[config.mk]
export PLATFORM = sky130hd
export DESIGN_NAME = edo_page_ctrl
export DESIGN_NICKNAME = d
export VERILOG_FILES = /design/src/rtl/edo_pkg.sv /design/src/rtl/edo_refresh_timer.sv /design/src/rtl/edo_addr_split.sv /design/src/rtl/edo_seq.sv /design/src/rtl/edo_page_ctrl.sv
export SDC_FILE = /design/constraint.sdc
export NUM_CORES = 1
export LEC_CHECK = 0
export ABC_AREA = 1
export BUFFER_PORTS_ARGS = -buffer_cell sky130_fd_sc_hd__buf_2
export CAP_MARGIN = 30
export CORE_MARGIN = 4
export CORE_UTILIZATION = 56
export CTS_CLUSTER_DIAMETER = 80
export DETAILED_ROUTE_END_ITERATION = 7
export HOLD_SLACK_MARGIN = 0.12
export PLACE_DENSITY = 0.9
export SLEW_MARGIN = 40
export SYNTH_ARGS = -nofsm -noshare
export SYNTH_HDL_FRONTEND = slang
export SYNTH_SLANG_ARGS = --single-unit
[constraint.sdc]
create_clock -name clk -period 2.24 [get_ports clk]
set_clock_uncertainty 0.1 [all_clocks]
set_input_delay 0.336 -clock clk [delete_from_list [all_inputs] [get_ports clk]]
set_output_delay 0.336 -clock clk [all_outputs]
set_load 0.03 [all_outputs]
[src/rtl/edo_pkg.sv]
package edo_pkg;

  typedef enum logic [3:0] {
    ST_IDLE,  // row closed, precharge done
    ST_ACT,   // row strobe low, row-to-column delay
    ST_CSET,  // column address and write enable set up
    ST_CAS,   // column strobe low
    ST_CPRE,  // column strobe high, read capture at end
    ST_OPEN,  // row open, waiting for work
    ST_PRE,   // row strobe high, precharge
    ST_RCAS,  // refresh: column strobe low first
    ST_RRAS   // refresh: both strobes low
  } seq_state_e;

  function automatic int cyc_ceil(input int ps, input int clk_ps);
    return (ps + clk_ps - 1) / clk_ps;
  endfunction

  function automatic int imax(input int a, input int b);
    return (a > b) ? a : b;
  endfunction

endpackage

[src/rtl/edo_refresh_timer.sv]
module edo_refresh_timer #(
  parameter int INTERVAL = 3120
) (
  input  logic clk,
  input  logic rst,
  input  logic clr,
  output logic pend
);
  localparam int CW = $clog2(INTERVAL + 1);

  logic [CW-1:0] cnt;

  always_ff @(posedge clk) begin
    if (rst) begin
      cnt  <= CW'(INTERVAL - 1);
      pend <= 1'b0;
    end else begin
      if (clr) pend <= 1'b0;
      if (cnt == '0) begin
        cnt  <= CW'(INTERVAL - 1);
        pend <= 1'b1;
      end else begin
        cnt <= cnt - 1'b1;
      end
    end
  end

  // a pending refresh is only dropped once the sequencer takes it
  assert_pend_hold_R8: assert property (@(posedge clk) disable iff (rst)
    (pend && !clr) |=> pend);

endmodule

[src/rtl/edo_addr_split.sv]
module edo_addr_split #(
  parameter int ROW_W = 12,
  parameter int COL_W = 11
) (
  input  logic [ROW_W+COL_W-1:0] addr,
  output logic [ROW_W-1:0]       row,
  output logic [COL_W-1:0]       col
);
  always_comb begin
    row = addr[ROW_W+COL_W-1:COL_W];
    col = addr[COL_W-1:0];
  end
endmodule

[src/rtl/edo_seq.sv]
module edo_seq
  import edo_pkg::*;
#(
  parameter int ROW_W   = 12,
  parameter int COL_W   = 11,
  parameter int PIN_W   = 12,
  parameter int RCD     = 5,
  parameter int CLO     = 3,
  parameter int CHI     = 1,
  parameter int RP      = 6,
  parameter int RAS_MIN = 11
) (
  input  logic             clk,
  input  logic             rst,
  input  logic             req_valid,
  input  logic             req_write,
  input  logic [ROW_W-1:0] req_row,
  input  logic [COL_W-1:0] req_col,
  input  logic [7:0]       req_wdata,
  output logic             req_ready,
  input  logic             ref_pend,
  output logic             ref_clr,
  output logic [PIN_W-1:0] dram_addr,
  output logic             dram_ras_n,
  output logic             dram_cas_n,
  output logic             dram_we_n,
  output logic             dram_oe_n,
  input  logic [7:0]       dram_dq_in,
  output logic [7:0]       dram_dq_out,
  output logic             dram_dq_oe,
  output logic [7:0]       rd_data,
  output logic             rd_valid
);
  localparam int TMAX = imax(imax(imax(RCD, CLO), imax(CHI, RP)), RAS_MIN);
  localparam int TW   = $clog2(TMAX + 1);
  localparam int AW   = $clog2(RAS_MIN + 1);

  seq_state_e       state;
  logic [TW-1:0]    tmr;
  logic [AW-1:0]    ras_age;
  logic             pend_q;
  logic             p_write;
  logic [ROW_W-1:0] p_row;
  logic [COL_W-1:0] p_col;
  logic [7:0]       p_wdata;
  logic [ROW_W-1:0] open_row;
  logic             accept;
  logic             age_ok;
  logic             page_hit;

  assign req_ready = ((state == ST_IDLE) || (state == ST_OPEN)) && !ref_pend && !pend_q;
  assign accept    = req_valid && req_ready;
  assign age_ok    = ras_age >= AW'(RAS_MIN - 1);
  assign page_hit  = pend_q && (p_row == open_row);

  always_ff @(posedge clk) begin
    if (rst) begin
      state       <= ST_IDLE;
      tmr         <= '0;
      ras_age     <= '0;
      pend_q      <= 1'b0;
      p_write     <= 1'b0;
      p_row       <= '0;
      p_col       <= '0;
      p_wdata     <= '0;
      open_row    <= '0;
      dram_addr   <= '0;
      dram_ras_n  <= 1'b1;
      dram_cas_n  <= 1'b1;
      dram_we_n   <= 1'b1;
      dram_oe_n   <= 1'b1;
      dram_dq_out <= '0;
      dram_dq_oe  <= 1'b0;
      rd_data     <= '0;
      rd_valid    <= 1'b0;
      ref_clr     <= 1'b0;
    end else begin
      rd_valid <= 1'b0;
      ref_clr  <= 1'b0;
      if (accept) begin
        pend_q  <= 1'b1;
        p_write <= req_write;
        p_row   <= req_row;
        p_col   <= req_col;
        p_wdata <= req_wdata;
      end
      if (!dram_ras_n && (ras_age != AW'(RAS_MIN))) ras_age <= ras_age + 1'b1;

      unique case (state)
        ST_IDLE: begin
          if (pend_q) begin
            dram_ras_n <= 1'b0;
            ras_age    <= '0;
            dram_addr  <= PIN_W'(p_row);
            open_row   <= p_row;
            tmr        <= TW'(RCD - 1);
            state      <= ST_ACT;
          end else if (ref_pend) begin
            dram_cas_n <= 1'b0;
            state      <= ST_RCAS;
          end
        end
        ST_ACT: begin
          if (tmr == '0) begin
            dram_addr   <= PIN_W'(p_col);
            dram_we_n   <= !p_write;
            dram_oe_n   <= p_write;
            dram_dq_oe  <= p_write;
            dram_dq_out <= p_wdata;
            pend_q      <= 1'b0;
            state       <= ST_CSET;
          end else begin
            tmr <= tmr - 1'b1;
          end
        end
        ST_CSET: begin
          dram_cas_n <= 1'b0;
          tmr        <= TW'(CLO - 1);
          state      <= ST_CAS;
        end
        ST_CAS: begin
          if (tmr == '0) begin
            dram_cas_n <= 1'b1;
            dram_we_n  <= 1'b1;
            dram_dq_oe <= 1'b0;
            tmr        <= TW'(CHI - 1);
            state      <= ST_CPRE;
          end else begin
            tmr <= tmr - 1'b1;
          end
        end
        ST_CPRE: begin
          if (tmr == '0) begin
            if (!p_write) begin
              rd_data  <= dram_dq_in;
              rd_valid <= 1'b1;
            end
            dram_oe_n <= 1'b1;
            state     <= ST_OPEN;
          end else begin
            tmr <= tmr - 1'b1;
          end
        end
        ST_OPEN: begin
          if (page_hit) begin
            dram_addr   <= PIN_W'(p_col);
            dram_we_n   <= !p_write;
            dram_oe_n   <= p_write;
            dram_dq_oe  <= p_write;
            dram_dq_out <= p_wdata;
            pend_q      <= 1'b0;
            state       <= ST_CSET;
          end else if ((pend_q || ref_pend) && age_ok) begin
            dram_ras_n <= 1'b1;
            tmr        <= TW'(RP - 1);
            state      <= ST_PRE;
          end
        end
        ST_PRE: begin
          if (tmr == '0) state <= ST_IDLE;
          else           tmr   <= tmr - 1'b1;
        end
        ST_RCAS: begin
          dram_ras_n <= 1'b0;
          ras_age    <= '0;
          ref_clr    <= 1'b1;
          tmr        <= TW'(RAS_MIN - 1);
          state      <= ST_RRAS;
        end
        ST_RRAS: begin
          if (tmr == '0) begin
            dram_ras_n <= 1'b1;
            dram_cas_n <= 1'b1;
            tmr        <= TW'(RP - 1);
            state      <= ST_PRE;
          end else begin
            tmr <= tmr - 1'b1;
          end
        end
        default: state <= ST_IDLE;
      endcase
    end
  end

  // Strobe-width tracking used only by the checks below
  localparam int HW = $clog2(RP + 1);
  logic [HW-1:0] hi_cnt;
  logic [AW-1:0] lo_cnt;
  always_ff @(posedge clk) begin
    if (rst) begin
      hi_cnt <= HW'(RP);
      lo_cnt <= '0;
    end else if (dram_ras_n) begin
      lo_cnt <= '0;
      if (hi_cnt != HW'(RP)) hi_cnt <= hi_cnt + 1'b1;
    end else begin
      hi_cnt <= '0;
      if (lo_cnt != AW'(RAS_MIN)) lo_cnt <= lo_cnt + 1'b1;
    end
  end

  assert_ras_precharge_R4: assert property (@(posedge clk) disable iff (rst)
    $fell(dram_ras_n) |-> (hi_cnt >= HW'(RP)));

  assert_ras_width_R5: assert property (@(posedge clk) disable iff (rst)
    $rose(dram_ras_n) |-> (lo_cnt >= AW'(RAS_MIN)));

  assert_we_setup_R6: assert property (@(posedge clk) disable iff (rst)
    ($fell(dram_cas_n) && !dram_we_n) |-> !$past(dram_we_n));

  assert_edo_capture_R7: assert property (@(posedge clk) disable iff (rst)
    rd_valid |-> $past(!dram_ras_n && dram_cas_n && !dram_oe_n));

  assert_cbr_order_R8: assert property (@(posedge clk) disable iff (rst)
    ($fell(dram_ras_n) && !dram_cas_n) |-> (!$past(dram_cas_n) && dram_we_n));

  assert_bus_drive_R10: assert property (@(posedge clk) disable iff (rst)
    dram_dq_oe |-> (!dram_we_n && dram_oe_n));

endmodule

[src/rtl/edo_page_ctrl.sv]
module edo_page_ctrl
  import edo_pkg::*;
#(
  parameter int ROW_W     = 12,
  parameter int COL_W     = 11,
  parameter int PIN_W     = (ROW_W > COL_W) ? ROW_W : COL_W,
  parameter int CLK_PS    = 5000,
  parameter int T_RC_PS   = 84000,
  parameter int T_RAC_PS  = 50000,
  parameter int T_PC_PS   = 20000,
  parameter int T_AA_PS   = 25000,
  parameter int T_CAC_PS  = 13000,
  parameter int T_CAS_PS  = 8000,
  parameter int T_RP_PS   = 30000,
  parameter int T_REFI_PS = 15600000
) (
  input  logic                   clk,
  input  logic                   rst,
  input  logic                   req_valid,
  output logic                   req_ready,
  input  logic                   req_write,
  input  logic [ROW_W+COL_W-1:0] req_addr,
  input  logic [7:0]             req_wdata,
  output logic                   rd_valid,
  output logic [7:0]             rd_data,
  output logic [PIN_W-1:0]       dram_addr,
  output logic                   dram_ras_n,
  output logic                   dram_cas_n,
  output logic                   dram_we_n,
  output logic                   dram_oe_n,
  input  logic [7:0]             dram_dq_in,
  output logic [7:0]             dram_dq_out,
  output logic                   dram_dq_oe
);
  localparam int C_RC   = cyc_ceil(T_RC_PS, CLK_PS);
  localparam int C_RAC  = cyc_ceil(T_RAC_PS, CLK_PS);
  localparam int C_PC   = cyc_ceil(T_PC_PS, CLK_PS);
  localparam int C_AA   = cyc_ceil(T_AA_PS, CLK_PS);
  localparam int C_RP   = imax(1, cyc_ceil(T_RP_PS, CLK_PS));
  localparam int C_RCD  = imax(1, C_RAC - C_AA);
  localparam int C_CLO  = imax(1, cyc_ceil(imax(T_CAS_PS, T_CAC_PS), CLK_PS));
  localparam int C_CHI  = imax(1, imax(C_AA - 1 - C_CLO, C_PC - 1 - C_CLO));
  localparam int C_RASM = imax(C_RC - C_RP, C_RCD + 1 + C_CLO + C_CHI);
  localparam int C_REFI = imax(2, cyc_ceil(T_REFI_PS, CLK_PS));

  logic [ROW_W-1:0] req_row;
  logic [COL_W-1:0] req_col;
  logic             ref_pend;
  logic             ref_clr;

  edo_addr_split #(.ROW_W(ROW_W), .COL_W(COL_W)) u_split (
    .addr (req_addr),
    .row  (req_row),
    .col  (req_col)
  );

  edo_refresh_timer #(.INTERVAL(C_REFI)) u_refresh (
    .clk  (clk),
    .rst  (rst),
    .clr  (ref_clr),
    .pend (ref_pend)
  );

  edo_seq #(
    .ROW_W(ROW_W), .COL_W(COL_W), .PIN_W(PIN_W),
    .RCD(C_RCD), .CLO(C_CLO), .CHI(C_CHI), .RP(C_RP), .RAS_MIN(C_RASM)
  ) u_seq (
    .clk         (clk),
    .rst         (rst),
    .req_valid   (req_valid),
    .req_write   (req_write),
    .req_row     (req_row),
    .req_col     (req_col),
    .req_wdata   (req_wdata),
    .req_ready   (req_ready),
    .ref_pend    (ref_pend),
    .ref_clr     (ref_clr),
    .dram_addr   (dram_addr),
    .dram_ras_n  (dram_ras_n),
    .dram_cas_n  (dram_cas_n),
    .dram_we_n   (dram_we_n),
    .dram_oe_n   (dram_oe_n),
    .dram_dq_in  (dram_dq_in),
    .dram_dq_out (dram_dq_out),
    .dram_dq_oe  (dram_dq_oe),
    .rd_data     (rd_data),
    .rd_valid    (rd_valid)
  );

  // no host request is taken while a refresh waits
  assert_refresh_first_R9: assert property (@(posedge clk) disable iff (rst)
    ($past(ref_pend) && ref_pend) |-> !(req_valid && req_ready));

endmodule

## Word-level counts from Yosys, hierarchy flattened

Index checks and enable logic that the tools add are counted.

- Bits in registers: 105
- Latch bits: 0
- Memory bits (writable): 0
- Memory bits (read-only): 0
- Bits of input ports: 43
- Output and inout port bits: 35
- Logic and storage cells: 141
- Memories kept: 0

- Add/subtract/negate cells: 3
- Multipliers: 0
- Div/mod/pow operators: 0
- $lt $le $gt $ge: 1
- Equal/unequal tests: 25
- Shift operators: 0
- Multiplexer cells: 51
- Bitwise operators: 3
- Reductions and logical operators: 37

Operators with widths:

| cell | count |
|---|---|
| 4-bit two-way mux | 17 |
| 12-bit two-way mux | 3 |
| 12-bit case mux with 3 select lines | 1 |
| 4-bit case mux with 9 select lines | 1 |
| 4-bit case mux with 7 select lines | 1 |
| 1-bit two-way mux | 18 |
| 4-bit by 3-bit == test with 1-bit output (second input constant) | 4 |
| 8-bit two-way mux | 2 |
| 2-bit by 1-bit != test with 1-bit output (second input constant) | 8 |
| 8-bit case mux with 2 select lines | 1 |
| 4-bit AND reduction | 4 |
| 12-bit == test | 1 |
| 12-bit zero test | 1 |
| 1-bit case mux with 3 select lines | 4 |
| 3-bit nonzero test | 4 |
| 12-bit by 1-bit subtractor with 12-bit output (second input constant) | 1 |
| 2-bit != test (second input constant) | 5 |
| 5-bit AND reduction | 2 |
| 4-bit by 2-bit == test with 1-bit output (second input constant) | 2 |
| 4-bit zero test | 2 |
| 4-bit case mux with 2 select lines | 1 |
| 7-bit AND reduction | 1 |
| 7-bit nonzero test | 1 |
| 1-bit logical AND | 6 |
| 18 further kinds | 29 |

## Logic depth before layout (Yosys ltp)

Gate-level depths: netlist (run 1).

- Depth after elaboration: 8
- Mapped depth: 13
- Mapped depth without buffers: 12

## Cells and area by module

From an unflattened synthesis (run 1), not the netlist that was laid out.

- Cell total of the unflattened synthesis: 708
- Area, all modules: 5068.6 um^2

Modules (own cells, without submodules):

| module | times used | cells each | area each (um^2) | seq. area each (um^2) |
|---|---|---|---|---|
| edo_seq | 1 | 590 | 4185.3 | 1841.8 |
| edo_refresh_timer | 1 | 95 | 710.7 | 260.2 |
| edo_addr_split | 1 | 23 | 172.7 | 0.0 |

## Worst setup path after synthesis (run 1)

OpenSTA, ideal clock, no wires.

- Kind: flip-flop to flip-flop
- From: register u_seq.tmr[0]
- To: register u_seq.dram_addr[0]
- Library setup time: 0.113 ns
- Arrival: 1.569 ns
- Data required time: 2.027 ns
- Setup slack: 0.458 ns
- Cell stages (with the launch flop): 11
- Path buffers: 1
- Period minus slack after synthesis: 1.782 ns
- Cell sequence: dfxtp_1 > inv_1 > ha_1 > nand3_1 > inv_1 > nor2_1 > a211oi_1 > nand2_1 > buf_4 > o21ai_1 > nor2_1

- Longest elaborated chain between the ends: 3

Ends and longest elaborated chain:

| what | RTL line | RTL |
|---|---|---|
| start, declared | edo_seq.sv:39 | `logic [TW-1:0] tmr;` |
| start signal, assigned | edo_seq.sv:96 | `tmr <= TW'(RCD - 1);` |
| start signal, assigned | edo_seq.sv:113 | `tmr <= tmr - 1'b1;` |
| start signal, assigned | edo_seq.sv:118 | `tmr <= TW'(CLO - 1);` |
| 4-bit zero test | edo_seq.sv:104 | `if (tmr == '0) begin` |
| 2-bit by 1-bit != test with 1-bit output (no source line) | -- |  |
| 4-bit AND reduction (no source line) | -- |  |
| end signal, assigned | edo_seq.sv:94 | `dram_addr <= PIN_W'(p_row);` |
| end signal, assigned | edo_seq.sv:105 | `dram_addr <= PIN_W'(p_col);` |
| end signal, assigned | edo_seq.sv:146 | `dram_addr <= PIN_W'(p_col);` |
| end, declared | edo_seq.sv:23 | `output logic [PIN_W-1:0] dram_addr,` |

Every way passes these cells.
A chain may end at the register's enable or synchronous reset.

## Worst setup path after layout (run 1)

- From: register u_seq.state[1]
- To: output port req_ready

- Longest elaborated chain between the ends: 4
- Elaborated cells on any way between the ends: 5
- Those cells by class: eq/ne: 1; reduce/logical: 4

Ends and longest elaborated chain:

| what | RTL line | RTL |
|---|---|---|
| start, declared | edo_seq.sv:38 | `seq_state_e state;` |
| start signal, assigned | edo_seq.sv:58 | `state <= ST_IDLE;` |
| start signal, assigned | edo_seq.sv:97 | `state <= ST_ACT;` |
| start signal, assigned | edo_seq.sv:100 | `state <= ST_RCAS;` |
| 4-bit by 3-bit == test with 1-bit output or 4-bit zero test (tied branches) | edo_seq.sv:51 | `assign req_ready = ((state == ST_IDLE) \|\| (state == ST_OPEN)) && !ref_pend && !pend_q;` |
| 1-bit logical OR (*) | edo_seq.sv:51 |  |
| 1-bit logical AND (*) (2 in a row) | edo_seq.sv:51 |  |
| end, declared | edo_page_ctrl.sv:20 | `output logic req_ready,` |

Every way passes the cells marked *; elsewhere a longest branch is shown, timed or not.

==> results.md, run 1 <==
- The run finished with clean final reports.
- The detailed router finished its first iteration with 305 violations.
- The number of antenna violations at the first check in global routing was 0.
- For this run, asynchronously set or reset flops after synthesis account for 0%.
- Cells with a size suffix above 1 make up 18.1% of the layout.
- Max-cap violations in this run came to 0.
- By count the netlist is led by sky130_fd_sc_hd__nand2_1, sky130_fd_sc_hd__dfxtp_1, sky130_fd_sc_hd__nor2_1.
- Across the VDD grid, the largest voltage drop is 0.789 mV.
- The netlist uses 33 different library cells.
- The CTS sink count is 105.
- At the pin with the least slew margin, the transition time is 483 ps.
- In the synthesized netlist the dominant register cell turns out to be sky130_fd_sc_hd__dfxtp_1.
- During I/O placement, the number of pins put on the boundary was 78.
- Measured along the y axis, the die boundary spans 99.6 µm.
- The number of placement rows is 33.
- In this run, synthesis produced a sequential element count of 105.
- The number of buffer cells added on primary ports is 77.
- The sequential share of the synthesized area is 44.7%.
- Entering global routing, the biggest net connects 57 pins.
- The clock-pin slew of the registers on the worst-case setup and hold paths is 110 ps.
- Clock latency on the worst-skew pair, taken at its later pin, is 370 ps.
- The number of nets in the layout is 805.
- The number of global-route vias before repair is 4455.
- The total global routing overflow is 0.
- The kind of end point of the critical path is an output pin.
- The final weighted congestion of routability-driven global placement is 0.929.
- The analysis attributes to cell leakage a power of 2.55 nW.
- The share of synthesized area in the top cell type comes to 44.7%.
- The number of CTS-inserted buffers is 9.
- The total routed wirelength is 11.7 mm.
- The number of vias per cell after detailed routing is 5.34.
- The clock tree from TritonCTS is built.
- The power per standard cell area is 1260 nW/µm².
- After floorplanning, the core was sized to cover 8180 µm².
- The maximum buffer depth of the clock tree is 2.
- The required time at the endpoint of the critical path is 1800 ps.
- Counting every net in the synthesized netlist gives 718.
- The path class of the tightest hold or removal check is input port to register.
- Setup repair after global routing left no endpoint under its margin.
- Along the worst path, the maximum fanout reaches 6.
- The repair_antennas step left the layout with diodes totalling 0.
- The initial utilization of the core area, before any placement, comes to 57.5%.
- Counting every instance in the synthesized netlist gives 669.
- The worst setup path is launched from a register.
- Fill cells in the final layout number 678.
- The worst setup path category is register to output pin.
- The final routed DRC violation total is 0.
- The buffer type at the clock tree root is sky130_fd_sc_hd__clkbuf_8.
- The most common cell in the synthesized netlist is sky130_fd_sc_hd__nand2_1.
- The number of nets still failing antenna checks after routing is 0.
- A synthesized cell averages 7.03 µm².
- The data arrival time at the worst-slack endpoint is 1610 ps.
- The width of the die is 99.6 µm.
- Detailed placement ended at an HPWL of 8.42 mm.
- The cell area after synthesis is 4700 µm².
- Sorting the synthesized cells by area gives the leading types as sky130_fd_sc_hd__dfxtp_1, sky130_fd_sc_hd__nand2_1, sky130_fd_sc_hd__nor2_1.
- The detail-routed net length per standard cell is 13.5 µm.
- The cell taking the most area after synthesis is sky130_fd_sc_hd__dfxtp_1.
- The relative max-transition margin is 67.8%.
- In this run the number of H-tree levels came out at 3.
- The share of the clock period used by the worst path is 91.5%.
- The max-slew violation total from the final report is 0.
- Setup total negative slack on the finished layout was measured at 0 ps.
- The total via count after detailed routing is 4625.
- The worst path needs 2050 ps of the cycle, external delays included.
- The register cell area after layout is 2100 µm².
- Based on the critical path, the design can be clocked at up to 488 MHz.
- The Yosys warning count is 0.
- The die area is 9930 µm².
- The number of endpoints with negative hold slack in the final report is 0.
- The total global-route track usage is 24.4%.
- From synthesis to final layout, the design area changed by 17.1%.
- The total area of multi-input combinational cells is 2170 µm².
- The final hold slack is 132 ps.
- The first global-routing pass estimated 19.8 mm of wire.
- The final setup violation count is 0.
- The number of enable flip-flop cells after synthesis is 0.
- The number of optimization iterations in the first detailed-route pass is 6.
-- critical path: stages (launching register included) --
cell                      delay, ps
sky130_fd_sc_hd__dfxtp_1        400
sky130_fd_sc_hd__inv_2          110
sky130_fd_sc_hd__nand2_2         90
sky130_fd_sc_hd__nor2_4         140
sky130_fd_sc_hd__inv_2           40
sky130_fd_sc_hd__a21oi_2        220
sky130_fd_sc_hd__buf_2          250
-- per-layer routing --
metal	share of wire, %	track usage, %	up-vias
met5	0	0	-
met4	3.9	10.8	0
li1	-	-	2340
met2	50	42.5	155
met1	40	29.2	2089
met3	5.5	4.49	41
-- through the flow --
stage	util [%]	instance area [µm²]	setup WS, ps	instances	total power [W]
after floorplan	-	4700	458	669	0.00503
after global placement	63.3	5180	234	836	0.00569
after detailed placement	63.3	5180	269	836	0.00579
after CTS	67.2	5490	13.6	864	0.00695
after global routing	67.4	5510	36.1	866	0.00750
final	67.4	5510	191	866	0.00695
-- power by group --
group	switching, W	internal (W)
sequential	0.000287	0.00235
clock	0.000697	0.000435
combinational	0.00217	0.00102
-- layout make-up --
cell class	count	area share, %
clock buffer	9	2.25
clock inverter	7	1.27
inverter	82	5.59
multi-input combinational	457	39.5
sequential	105	38.2
tap	105	2.39
timing repair buffer	101	10.8
-- cell usage in the layout (no fill, tap or decap), types with 5 or more instances in the layout --
| cell | synthesis | final |
|---|---|---|
| sky130_fd_sc_hd__nand2_1 | 129 | 129 |
| sky130_fd_sc_hd__dfxtp_1 | 105 | 104 |
| sky130_fd_sc_hd__nor2_1 | 95 | 95 |
| sky130_fd_sc_hd__buf_2 | 8 | 77 |
| sky130_fd_sc_hd__a21oi_1 | 69 | 69 |
| sky130_fd_sc_hd__inv_1 | 66 | 66 |
| sky130_fd_sc_hd__nand3_1 | 42 | 42 |
| sky130_fd_sc_hd__o21ai_1 | 36 | 36 |
| sky130_fd_sc_hd__o21ai_0 | 33 | 33 |
| sky130_fd_sc_hd__inv_2 | 16 | 16 |
| sky130_fd_sc_hd__dlygate4sd3_1 | 0 | 12 |
| sky130_fd_sc_hd__buf_4 | 2 | 12 |
| sky130_fd_sc_hd__nand4_1 | 11 | 11 |
| sky130_fd_sc_hd__clkbuf_8 | 0 | 9 |
| sky130_fd_sc_hd__nor3_1 | 6 | 6 |
| sky130_fd_sc_hd__ha_1 | 6 | 6 |
| sky130_fd_sc_hd__nand2_2 | 5 | 5 |
| sky130_fd_sc_hd__xor2_1 | 5 | 5 |
-- timing repair --
| action | 4_1_cts | 5_1_grt |
|---|---|---|
| gates resized for setup | 0 | 1 |
| hold buffers | 12 | 0 |
| setup endpoints to repair | 0 | 1 |
| buffers inserted | 0 | 2 |
| endpoints found under the hold margin | 12 | 0 |
-- registers in the layout, indices dropped and copies added, names as in the netlist, 8 cells and up --
register and count:
u_refresh.cnt 12, u_seq.p_row 12, u_seq.p_wdata 8, u_seq.dram_addr 12
u_seq.p_col 11, u_seq.rd_data 8, u_seq.open_row 12, u_seq.dram_dq_out 8
-- final timing paths --
check	startpoint	end	slack (ps)	cells after the start
worst max-delay path	u_seq.state[1]	req_ready	190	6
worst min-delay path	req_addr[2]	u_seq.p_col[2]	130	3
worst max register to register	u_seq.p_row[3]	u_seq.dram_addr[7]	260	10
worst min register to register	u_refresh.cnt[0]	u_refresh.cnt[0]	300	1
-- logic make-up after synthesis --
| kind of cell | after synthesis | share of synthesized area [%] |
|---|---|---|
| and+or+nand+nor | 297 | 27.1 |
| buffers and inverters | 107 | 9.07 |
| DFF | 105 | 44.7 |
| adders and majority gates | 6 | 1.60 |
| AOI/OAI and AO/OA | 146 | 16.0 |
| xor gates and xnor gates | 8 | 1.49 |
Power figures use the tool's default switching activity.
==> run 2: changes to the inputs <==
--- a/config.mk
+++ b/config.mk
@@ -5,7 +5,6 @@
 export SDC_FILE = /design/constraint.sdc
 export NUM_CORES = 1
 export LEC_CHECK = 0
-export ABC_AREA = 1
 export BUFFER_PORTS_ARGS = -buffer_cell sky130_fd_sc_hd__buf_2
 export CAP_MARGIN = 30
 export CORE_MARGIN = 4
==> run 2 against run 1 <==
Final cell count shrank 12%. Utilization grew 4.4 points. Die area grew 0.10%. Critical path depth grew 2. Final area grew 7.0%. Total power grew 5.2%. Register-to-register slack lost 240 ps. Hold slack lost 6.5 ps. Clock power is essentially flat. Non-clock buffer count grew 38. Synthesized area grew 0.11%. Critical endpoint is now u_seq.dram_we_n. Largest cell class unchanged. Largest power group unchanged.
==> results.md, run 2 <==
- The detail-routed net length per standard cell is 18.3 µm.
- In this run, CTS created clock tree buffers numbering 9.
- The reg-to-reg critical path endpoint is u_seq.dram_we_n.
- The total leakage power is 2.53 nW.
- The max capacitance violation total is 0.
- The area inside the core boundary is 8220 µm².
- The commonest cells after synthesis are sky130_fd_sc_hd__dfxtp_1, sky130_fd_sc_hd__nand2_1, sky130_fd_sc_hd__nor2_1.
- The clock insertion delay at the later pin of the skew report is 380 ps.
- Setup repair after global routing could not meet its margin everywhere.
- The CTS sink count is 105.
- The final cell count without fillers is 766.
- The final setup violation count is 0.
- The post-placement cell count is 712.
- Counting cells, the worst reg-to-reg path comes to 8.
- The number of antenna violations at the first check in global routing is 0.
- The startpoint of the worst hold path is req_addr[4].
- The max-slew violation total from the final report is 0.
- For this block, the via count after detailed routing is 4617.
- The floorplan has 33 rows.
- The I/O pin total is 78.
- The cell taking the most area after synthesis is sky130_fd_sc_hd__dfxtp_1.
- The synthesized flop and latch total is 105.
- Along the worst hold path, the cell count comes to 3.
- The final critical path time including I/O delays and setup is 2220 ps.
- The synthesized design contains 0 enable-type register cells.
- The Yosys warning count is 0.
- After the last flow step, the layout net total stands at 705.
- TritonCTS built the clock tree.
- Counting flops with an async set or reset pin after synthesis yields a share of 0%.
- The share of the Yosys chip area taken by registers is 44.6%.
- The number of vias per cell after detailed routing is 6.03.
- Dividing the final minimum period by the clock period gives 99.2%.
- At the pin with the least slew margin, the transition time is 667 ps.
- The worst setup path is of the register to register kind.
- The count of mapped cells out of synthesis is 540.
- Routability-driven placement finished with a final weighted congestion of 0.929.
- The diode insertion count for antenna repair is 0.
- Counting along the longest clock path gives a buffer depth of 2.
- The data arrival time at the worst-slack endpoint is 2390 ps.
- The total nets after synthesis is 589.
- Power spread over the standard cell area amounts to 1240 nW/µm².
- The CTS H-tree depth is 3.
- The vertical extent of the die is 99.7 µm.
- The number of global-route vias before repair is 4430.
- The number of endpoints with negative hold slack in the final report came to 0.
- The distinct cell type count of the synthesized netlist is 61.
- The maximum clock frequency is 450 MHz.
- The detailed router's first-iteration violation count is 501.
- From synthesis to final layout, the design area changed by 25.1%.
- The most frequent standard cell in the layout excluding fill and tap cells is sky130_fd_sc_hd__dfxtp_1.
- The leading register cell type out of synthesis is sky130_fd_sc_hd__dfxtp_1.
- The total routed wirelength is 14.0 mm.
- The required time at the endpoint of the critical path is 2410 ps.
- The synthesized area divided by synthesized cell count is 8.72 µm².
- Headroom to the max-slew limit came out at 55.1%.
- IR analysis of the VDD net gives a maximum drop of 0.668 mV.
- The number of nets still failing antenna checks after routing is 0.
- Entering global routing, the biggest net connects 41 pins.
- The kind of end point of the critical path is a register.
- The clock-pin slew of the registers on the worst-case setup and hold paths is 110 ps.
- The type of the most critical hold path is input port to register.
- The root buffer cell chosen for the clock tree is sky130_fd_sc_hd__clkbuf_8.
- In the layout the commonest cells are sky130_fd_sc_hd__dfxtp_1, sky130_fd_sc_hd__nand2_1, sky130_fd_sc_hd__buf_2.
- The reg2reg setup slack is 20 ps.
- The maximum fanout encountered on the critical timing path is 10.
- The synthesized netlist occupies a cell area of 4710 µm².
- The flow ran to the end, and the final reports show no timing, DRC or antenna violations.
- By area the synthesized netlist is led by sky130_fd_sc_hd__dfxtp_1, sky130_fd_sc_hd__mux2i_1, sky130_fd_sc_hd__nand2_1.
- In the routed design, unresolved DRC markers number 0.
- The width of the die is 99.7 µm.
- The die area is 9940 µm².
- The total global-route track usage is 27.3%.
- The most frequently used cell type in the post-synthesis netlist is sky130_fd_sc_hd__dfxtp_1.
- The first global-routing pass estimated 21.8 mm of wire.
- Input and output buffers added on the ports amount to 77.
- The number of optimization iterations in the first detailed-route pass is 6.
- The total power of the final layout is 0.00731 W.
- The worst setup path is launched from a register.
- The worst hold path terminates at u_seq.p_col[4].
- Summed over its instances, the top area cell type makes up 44.6% of the synthesized netlist area.
- The start of the worst register-to-register path is u_seq.p_row[4].
- Once detailed placement completed, the half-perimeter wirelength came to 8.31 mm.
- For this configuration, the core starts out at a cell density of 57.3%.
- The post-route netlist has 22.8% of its cells at a drive strength greater than 1.
- The total global routing overflow is 0.
[run 2: repair_timing]
item | 4_1_cts | 5_1_grt
endpoints found under the hold margin | 36 | 0
gates resized for setup | 2 | 7
setup endpoints to repair | 1 | 28
setup buffers | 0 | 2
pin swaps | 0 | 5
hold buffers | 36 | 0
[run 2: through the flow]
stage	hold slack (ps)	setup TNS [ps]	instance area, µm²	util (%)	setup slack [ps]
global placement	294	0	5290	64.3	199
floorplan	284	0	4710	-	59.5
finish	125	0	5890	71.7	19.0
CTS	120	0	5830	71.0	45.8
detailed placement	309	0	5290	64.3	74.4
global route	139	-169	5890	71.7	-49.8
[run 2: metal layers]
metal / vias up / global-route usage, % / share of wire [%]
li1: 2090 / - / -
met1: 2200 / 32.6 / 38
met2: 262 / 47.2 / 51
met3: 65 / 4.84 / 6.9
met4: 0 / 13.6 / 4.3
met5: - / 0 / 0
[run 2: how the worst max path moves through the flow]
stage | cells after the start | endpoint | slack, ps | start
6_report | 8 | u_seq.dram_we_n | 20 | u_seq.p_row[4]
5_1_grt | 9 | u_seq.tmr[2] | -50 | u_seq.tmr[1]
4_1_cts | 4 | req_ready | 50 | u_seq.state[3]
3_5_place_dp | 6 | u_seq.rd_data[1] | 70 | u_seq.tmr[1]
3_3_place_gp | 6 | u_seq.p_row[8] | 200 | u_seq.state[0]
2_1_floorplan | 8 | u_seq.p_row[11] | 60 | u_seq.state[1]
[run 2: kinds of logic after synthesis]
group / after synthesis / synth area share, %
adder cells (fa/ha/maj): 6 / 1.59
AO/OA/AOI/OAI: 101 / 14.6
buffers and inverters: 48 / 4.30
XOR/XNOR: 26 / 4.84
AND/OR/NAND/NOR: 214 / 21.6
flip-flops: 105 / 44.6
multiplexers: 40 / 8.50
[run 2: final cells by class]
cell class	count	area (µm²)
Clock buffer	10	128
Clock inverter	6	57.6
Fill cell	513	2320
Inverter	14	52.6
Multi-Input combinational cell	387	2440
Sequential cell	105	2110
Tap cell	105	131
Timing Repair Buffer	139	978
[run 2: power by group]
part / internal (W) / switching (W) / total [W]
clock: 0.000435 / 0.000721 / 0.00116
sequential: 0.00224 / 0.000364 / 0.00260
combinational: 0.00142 / 0.00213 / 0.00355
total: 0.00409 / 0.00322 / 0.00731
[run 2: worst max-delay path, cell delays in order, from the launching register on]
cell	delay (ps)
sky130_fd_sc_hd__dfxtp_1	460
sky130_fd_sc_hd__xor2_1	160
sky130_fd_sc_hd__nor4_2	340
sky130_fd_sc_hd__buf_4	170
sky130_fd_sc_hd__and4_4	270
sky130_fd_sc_hd__a21oi_1	100
sky130_fd_sc_hd__buf_4	210
sky130_fd_sc_hd__o32ai_1	170
sky130_fd_sc_hd__nand2_1	110
